**src/rtl/vf_uerr_pkg.sv**
```systemverilog
package vf_uerr_pkg;

    localparam int unsigned REG_W   = 32;
    localparam int unsigned NUM_ERR = 5;

    // Status bit position of each event input; neighbours decode these.
    localparam int unsigned ERR_POS [NUM_ERR] = '{12, 14, 15, 16, 20};

    typedef struct packed {
        logic flag;
    } cell_state_t;

    typedef struct packed {
        logic             rd_valid;
        logic [REG_W-1:0] rd_data;
    } rd_state_t;

    function automatic logic [NUM_ERR-1:0] gather(input logic [REG_W-1:0] w);
        logic [NUM_ERR-1:0] r;
        r = '0;
        for (int unsigned i = 0; i < NUM_ERR; i++) begin
            r[i] = w[ERR_POS[i]];
        end
        return r;
    endfunction

    function automatic logic [REG_W-1:0] scatter(input logic [NUM_ERR-1:0] v);
        logic [REG_W-1:0] r;
        r = '0;
        for (int unsigned i = 0; i < NUM_ERR; i++) begin
            r[ERR_POS[i]] = v[i];
        end
        return r;
    endfunction

    function automatic logic [REG_W-1:0] impl_mask();
        return scatter('1);
    endfunction

endpackage

```
**src/rtl/vf_uerr_wr_decode.sv**
```systemverilog
module vf_uerr_wr_decode
    import vf_uerr_pkg::*;
#(
    parameter int unsigned DW = REG_W,
    parameter int unsigned NE = NUM_ERR
) (
    input  logic          cfg_wr_en,
    input  logic [DW-1:0] cfg_wr_data,
    input  logic          emu_en,
    input  logic          mgmt_wr_en,
    input  logic [DW-1:0] mgmt_wr_data,
    output logic [NE-1:0] clr_o,
    output logic          ld_en_o,
    output logic [NE-1:0] ld_val_o
);

    logic [NE-1:0] cfg_bits;
    logic [NE-1:0] mgmt_bits;

    always_comb begin
        cfg_bits  = gather(cfg_wr_data);
        mgmt_bits = gather(mgmt_wr_data);

        ld_en_o  = cfg_wr_en & emu_en;
        ld_val_o = cfg_bits;

        clr_o = '0;
        if (mgmt_wr_en) begin
            clr_o = clr_o | mgmt_bits;
        end
        if (cfg_wr_en && !emu_en) begin
            clr_o = clr_o | cfg_bits;
        end
    end

endmodule

```
**src/rtl/vf_uerr_sticky_cell.sv**
```systemverilog
module vf_uerr_sticky_cell
    import vf_uerr_pkg::*;
(
    input  logic clk,
    input  logic por_rst_n,
    input  logic set_i,
    input  logic clr_i,
    input  logic ld_en_i,
    input  logic ld_val_i,
    output logic flag_o
);

    cell_state_t st_d;
    cell_state_t st_q;

    always_comb begin
        st_d = st_q;
        if (ld_en_i) begin
            st_d.flag = ld_val_i;
        end
        if (clr_i) begin
            st_d.flag = 1'b0;
        end
        if (set_i) begin
            st_d.flag = 1'b1;
        end
    end

    always_ff @(posedge clk or negedge por_rst_n) begin
        if (!por_rst_n) begin
            st_q <= '0;
        end else begin
            st_q <= st_d;
        end
    end

    assign flag_o = st_q.flag;

endmodule

```
**src/rtl/vf_uerr_read_port.sv**
```systemverilog
module vf_uerr_read_port
    import vf_uerr_pkg::*;
#(
    parameter int unsigned DW = REG_W
) (
    input  logic          clk,
    input  logic          por_rst_n,
    input  logic          hot_rst_n,
    input  logic          rd_en,
    input  logic [DW-1:0] word_i,
    output logic          rd_valid_o,
    output logic [DW-1:0] rd_data_o
);

    rd_state_t rd_d;
    rd_state_t rd_q;

    always_comb begin
        rd_d          = '0;
        if (hot_rst_n && rd_en) begin
            rd_d.rd_valid = 1'b1;
            rd_d.rd_data  = word_i;
        end
    end

    always_ff @(posedge clk or negedge por_rst_n) begin
        if (!por_rst_n) begin
            rd_q <= '0;
        end else begin
            rd_q <= rd_d;
        end
    end

    assign rd_valid_o = rd_q.rd_valid;
    assign rd_data_o  = rd_q.rd_data;

endmodule

```
**src/rtl/vf_uerr_status.sv**
```systemverilog
module vf_uerr_status
    import vf_uerr_pkg::*;
(
    input  logic               clk,
    input  logic               por_rst_n,
    input  logic               hot_rst_n,
    input  logic [NUM_ERR-1:0] evt_i,
    input  logic               cfg_wr_en,
    input  logic [REG_W-1:0]   cfg_wr_data,
    input  logic               emu_en,
    input  logic               mgmt_wr_en,
    input  logic [REG_W-1:0]   mgmt_wr_data,
    input  logic               rd_en,
    output logic               rd_valid_o,
    output logic [REG_W-1:0]   rd_data_o,
    output logic [REG_W-1:0]   status_o
);

    logic [NUM_ERR-1:0] clr;
    logic               ld_en;
    logic [NUM_ERR-1:0] ld_val;
    logic [NUM_ERR-1:0] flags;
    logic [REG_W-1:0]   word;

    vf_uerr_wr_decode #(
        .DW (REG_W),
        .NE (NUM_ERR)
    ) u_dec (
        .cfg_wr_en    (cfg_wr_en),
        .cfg_wr_data  (cfg_wr_data),
        .emu_en       (emu_en),
        .mgmt_wr_en   (mgmt_wr_en),
        .mgmt_wr_data (mgmt_wr_data),
        .clr_o        (clr),
        .ld_en_o      (ld_en),
        .ld_val_o     (ld_val)
    );

    for (genvar g = 0; g < NUM_ERR; g++) begin : g_cell
        vf_uerr_sticky_cell u_cell (
            .clk       (clk),
            .por_rst_n (por_rst_n),
            .set_i     (evt_i[g]),
            .clr_i     (clr[g]),
            .ld_en_i   (ld_en),
            .ld_val_i  (ld_val[g]),
            .flag_o    (flags[g])
        );
    end

    always_comb begin
        word = scatter(flags);
    end

    vf_uerr_read_port #(
        .DW (REG_W)
    ) u_rd (
        .clk        (clk),
        .por_rst_n  (por_rst_n),
        .hot_rst_n  (hot_rst_n),
        .rd_en      (rd_en),
        .word_i     (word),
        .rd_valid_o (rd_valid_o),
        .rd_data_o  (rd_data_o)
    );

    assign status_o = word;

endmodule

```
**config.mk**
```make
export PLATFORM = sky130hd
export DESIGN_NAME = vf_uerr_status
export DESIGN_NICKNAME = d
export VERILOG_FILES = /design/src/rtl/vf_uerr_pkg.sv /design/src/rtl/vf_uerr_wr_decode.sv /design/src/rtl/vf_uerr_sticky_cell.sv /design/src/rtl/vf_uerr_read_port.sv /design/src/rtl/vf_uerr_status.sv
export SDC_FILE = /design/constraint.sdc
export NUM_CORES = 1
export LEC_CHECK = 0
export BUFFER_PORTS_ARGS = -buffer_cell sky130_fd_sc_hd__buf_2
export CORE_MARGIN = 2
export CORE_UTILIZATION = 29
export CTS_BUF_LIST = sky130_fd_sc_hd__clkbuf_4 sky130_fd_sc_hd__clkbuf_8
export DETAILED_ROUTE_END_ITERATION = 6
export PLACE_DENSITY = 0.83
export RECOVER_POWER = 50
export SETUP_SLACK_MARGIN = 0.02
export SLEW_MARGIN = 20
export SYNTH_ARGS = -nofsm -noshare
export SYNTH_HDL_FRONTEND = slang
export SYNTH_SLANG_ARGS = --single-unit
```
**constraint.sdc**
```tcl
create_clock -name clk -period 1.1 [get_ports clk]
set_input_delay 0.055 -clock clk [delete_from_list [all_inputs] [get_ports clk]]
set_output_delay 0.055 -clock clk [all_outputs]
set_load 0.005 [all_outputs]
```
After elaboration in Yosys (flattened, before gate mapping)
Index checks and enable logic that the tools add are counted.
{"block": "word_totals", "ff_bits": 38, "in_bits": 76, "wordCells": 35}
{"block": "op_classes", "mux": 18, "bitwise": 2, "n_reduce_logical": 8}
{"operator": "2-to-1 mux 33 bit", "count": 1}
{"operator": "2-to-1 mux 1 bit", "count": 15}
{"operator": "nonzero test 3 bit", "count": 5}
{"operator": "2-to-1 mux 5 bit", "count": 2}
{"operator": "OR 5 bit", "count": 1}
{"operator": "logical AND 1 bit", "count": 2}
{"operator": "AND 1 bit", "count": 1}
{"operator": "zero test 1 bit", "count": 1}

Logic depth before layout (Yosys ltp)
{"block": "depth", "depth_word": 5, "ltp_mapped": 3, "mapped_depth_nobuf": 3}

Hierarchy
Synthesis repeated with hierarchy kept, for this count alone.
{"block": "unflattened", "hier_cells": 127, "area_unflattened_um2": 1584.0}
{"mod": "vf_uerr_read_port", "n_inst": 1, "cells_per_inst": 72, "area_each_um2": 1062.3, "seq_area_each_um2": 825.8}
{"mod": "vf_uerr_sticky_cell", "n_inst": 5, "cells_per_inst": 3, "area_each_um2": 42.5, "seq_area_each_um2": 25.0}
{"mod": "vf_uerr_status", "n_inst": 1, "cells_per_inst": 28, "area_each_um2": 206.4, "seq_area_each_um2": 0.0}
{"mod": "vf_uerr_wr_decode", "n_inst": 1, "cells_per_inst": 12, "area_each_um2": 102.6, "seq_area_each_um2": 0.0}

Worst setup path before layout
OpenSTA, ideal clock, no wires.
{"block": "synth_path", "path_type": "register to register", "startpoint": "register, netlist name g_cell[4].u_cell.flag_o", "endpoint": "register g_cell[4].u_cell.st_q", "setup_time_ps": 118, "t_arrival_ps": 718, "required_ps": 982, "slack_ps": 264, "path_stages_with_launch": 3, "path_cell_list": "dfrtp_1 a22o_1 a21o_1"}
{"item": "end signal, assigned", "line_no": "vf_uerr_sticky_cell.sv:33", "source": "st_q <= st_d;"}
{"item": "end, declared", "line_no": "vf_uerr_sticky_cell.sv:14", "source": "cell_state_t st_q;"}

==> results.toml <==
[yosys]
synth_top_family_by_area = "buffers and inverters"
synth_cell_types = 10
synthTopCellsByArea = "buf_4, dfrtp_1, a22o_1, a21o_1, and3_1"
yosysSeqAreaShare = 0.308
syn_inst = 98
synthAdderAreaFrac = 0
yosys.area.top_type = "buf_4"
synth_compound_area_frac = 0.119
ys_warn_count = 0
synthXorXnorAreaFrac = 0
synthSimpleGateAreaFrac = 0.0728
syn_avg_cell_area_um2 = 9.12
ys_ff_latch = 11
synth_mux_area_frac = 0
synth_top_area_frac = 0.496
synth_area_um2 = 893

[die]
pin_count = 141
dieHeight_um = 59.5
initial_core_util = 0.298
core.rowCount = 20
core_area_um2 = 3000
die_w_um = 59.5
die_area_um2 = 3540

[pwr]
peakVddDrop_v = 0.000277
power.density_nw_per_um2 = 1000
p_leak_nw = 0.574

[global_routing]
grt_pass1_vias = 484
grt_max_degree = 12
grt.overflow.total = 0
antenna_found_initial = 0
track_usage = 0.0827
grt_pass1_wl_um = 2130

[place]
port_buffers = 32
dp.cells = 157
place_hpwl_um = 1290
gp_congestion = 0.742

[detailed_routing]
drt-initial-drc-count = 5
drc = 0
wl_per_cell_um = 9.10
num_vias = 593
viasPerCell = 3.55
routed_wirelength_um = 1520
dr.pass1.iters = 4
final_antenna_net_count = 0

[clock_tree]
clk_latency_ns = 0.26
cts_tree = "built"
post_cts_buffers = 0
cts_root_buf = "clkbuf_4"
cts.clk_slew.worst_paths_ns = 0.07
cts_hold_buffers = 6
htree_levels = 1
cts_resized = 0
cts_buffers = 3
clkSinkCount = 11
clock_path_buffers = 2

[critical_path]
start_kind = "flop"
crit_path_start = "g_cell[4].u_cell.flag_o$_DFFE_PN0P_"
cp_num_buf_inv = 0
critPathMaxFanout = 3
worstSetupPathType = "flop to flop"
path_cells = "a22o_1 -> a21o_1"
critPathMaxStageDelay_ns = 0.39
cp.required_ns = 1.25
cp-end-kind = "flop"
slowest_stage = "dfrtp_1"
r2r-start = "g_cell[4].u_cell.flag_o$_DFFE_PN0P_"
crit_family = "compound AO/OA/AOI/OAI gates"
cp.arrival_ns = 1.09

[min_path]
hp-class = "input pin to flop"
hp-start = "mgmt_wr_data[15]"

[outcome]
status = "completed"

[flow_run]
cap_violations = 0

[timing]
finalSetupViolations = 0
skew_ns = 0.00427
maxSlewHeadroom = 0.621
finalHoldViolCount = 0
slew_violations = 0
tns_ns = 0
worst_pin_slew_ns = 0.568
final.period_utilization = 0.854
rsz0062_at_grt = "no"
max_freq_mhz = 1070
fin_crit_ns = 0.939

[finish]
final_cell_mix = "conb_1, buf_2, dfrtp_1, dlygate4sd3_1"
layout_commonest_cell = "conb_1"
diodes = 0
fin_nets = 211
syn2layout_area_growth_pct = 5.04
fillers = 331
drive_above_1_share = 0.261
fin_cells = 167
cell usage after synthesis:
cell type  count
buf_4         59
dfrtp_1       11
a21o_1         5
a22o_1         5
and3_1         5
nand2_1        5
o21ai_0        5
and2_1         1
and2_4         1
conb_1         1
flip-flops by register name, indices dropped and copies added, names as in the netlist:
| register | count |
|---|---|
| u_rd.rd_data_o | 5 |
| g_cell.u_cell.flag_o | 5 |
| u_rd.rd_valid_o | 1 |
worst reg2reg max path: stages, from the launching register on:
cell	delay, ns
dfrtp_1	0.39
a22o_1	0.23
a21o_1	0.20
per-layer routing:
| layer | vias to the layer above | track usage | wire length (um) |
|---|---|---|---|
| met1 | 244 | 0.0971 | 558 |
| li1 | 280 | - | - |
| met4 | 0 | 0.0571 | 11 |
| met5 | - | 0 | 0 |
| met3 | 2 | 0.0240 | 276 |
| met2 | 67 | 0.129 | 672 |
where the power goes:
part	internal [mW]	total [mW]	switching, mW
registers	0.432	0.445	0.0135
logic	0.0935	0.206	0.113
clock network	0.165	0.288	0.123
cell type report:
class,count,area (um^2),share of cell area
clock buffers,4,30.0,0.0320
multi-input cells,81,374,0.399
flip-flops and latches,11,275,0.293
well taps,33,41.3,0.0440
repair buffers,38,218,0.232
worst paths after layout:
path	end	slack [ns]	cells after the start
min reg2reg	u_rd.rd_data_o[16]$_DFF_PN0_	0.54	1
min	g_cell[2].u_cell.flag_o$_DFFE_PN0P_	0.06	3
max reg2reg	g_cell[4].u_cell.flag_o$_DFFE_PN0P_	0.16	2
max	g_cell[4].u_cell.flag_o$_DFFE_PN0P_	0.16	2
max in group asynchronous	g_cell[0].u_cell.flag_o$_DFFE_PN0P_	0.42	2
min in group asynchronous	u_rd.rd_data_o[15]$_DFF_PN0_	0.30	2
cell families after synthesis:
kind of cell	count (synthesis)
compound gates	15
buf+inv	59
other cells	1
simple gates	12
flops	11
through the flow:
stage | area (um^2) | hold WS, ns | power, mW | setup slack, ns | util
after floorplan | 1090 | -0.241 | 0.706 | 0.264 | -
after global placement | 851 | -0.0745 | 0.633 | 0.211 | 0.283
after detailed placement | 851 | -0.0658 | 0.641 | 0.176 | 0.283
after CTS | 941 | 0.0550 | 0.954 | 0.163 | 0.313
after global routing | 938 | 0.0848 | 1.00 | 0.126 | 0.313
final | 938 | 0.0618 | 0.939 | 0.161 | 0.313
(Power assumes the default switching activity.)
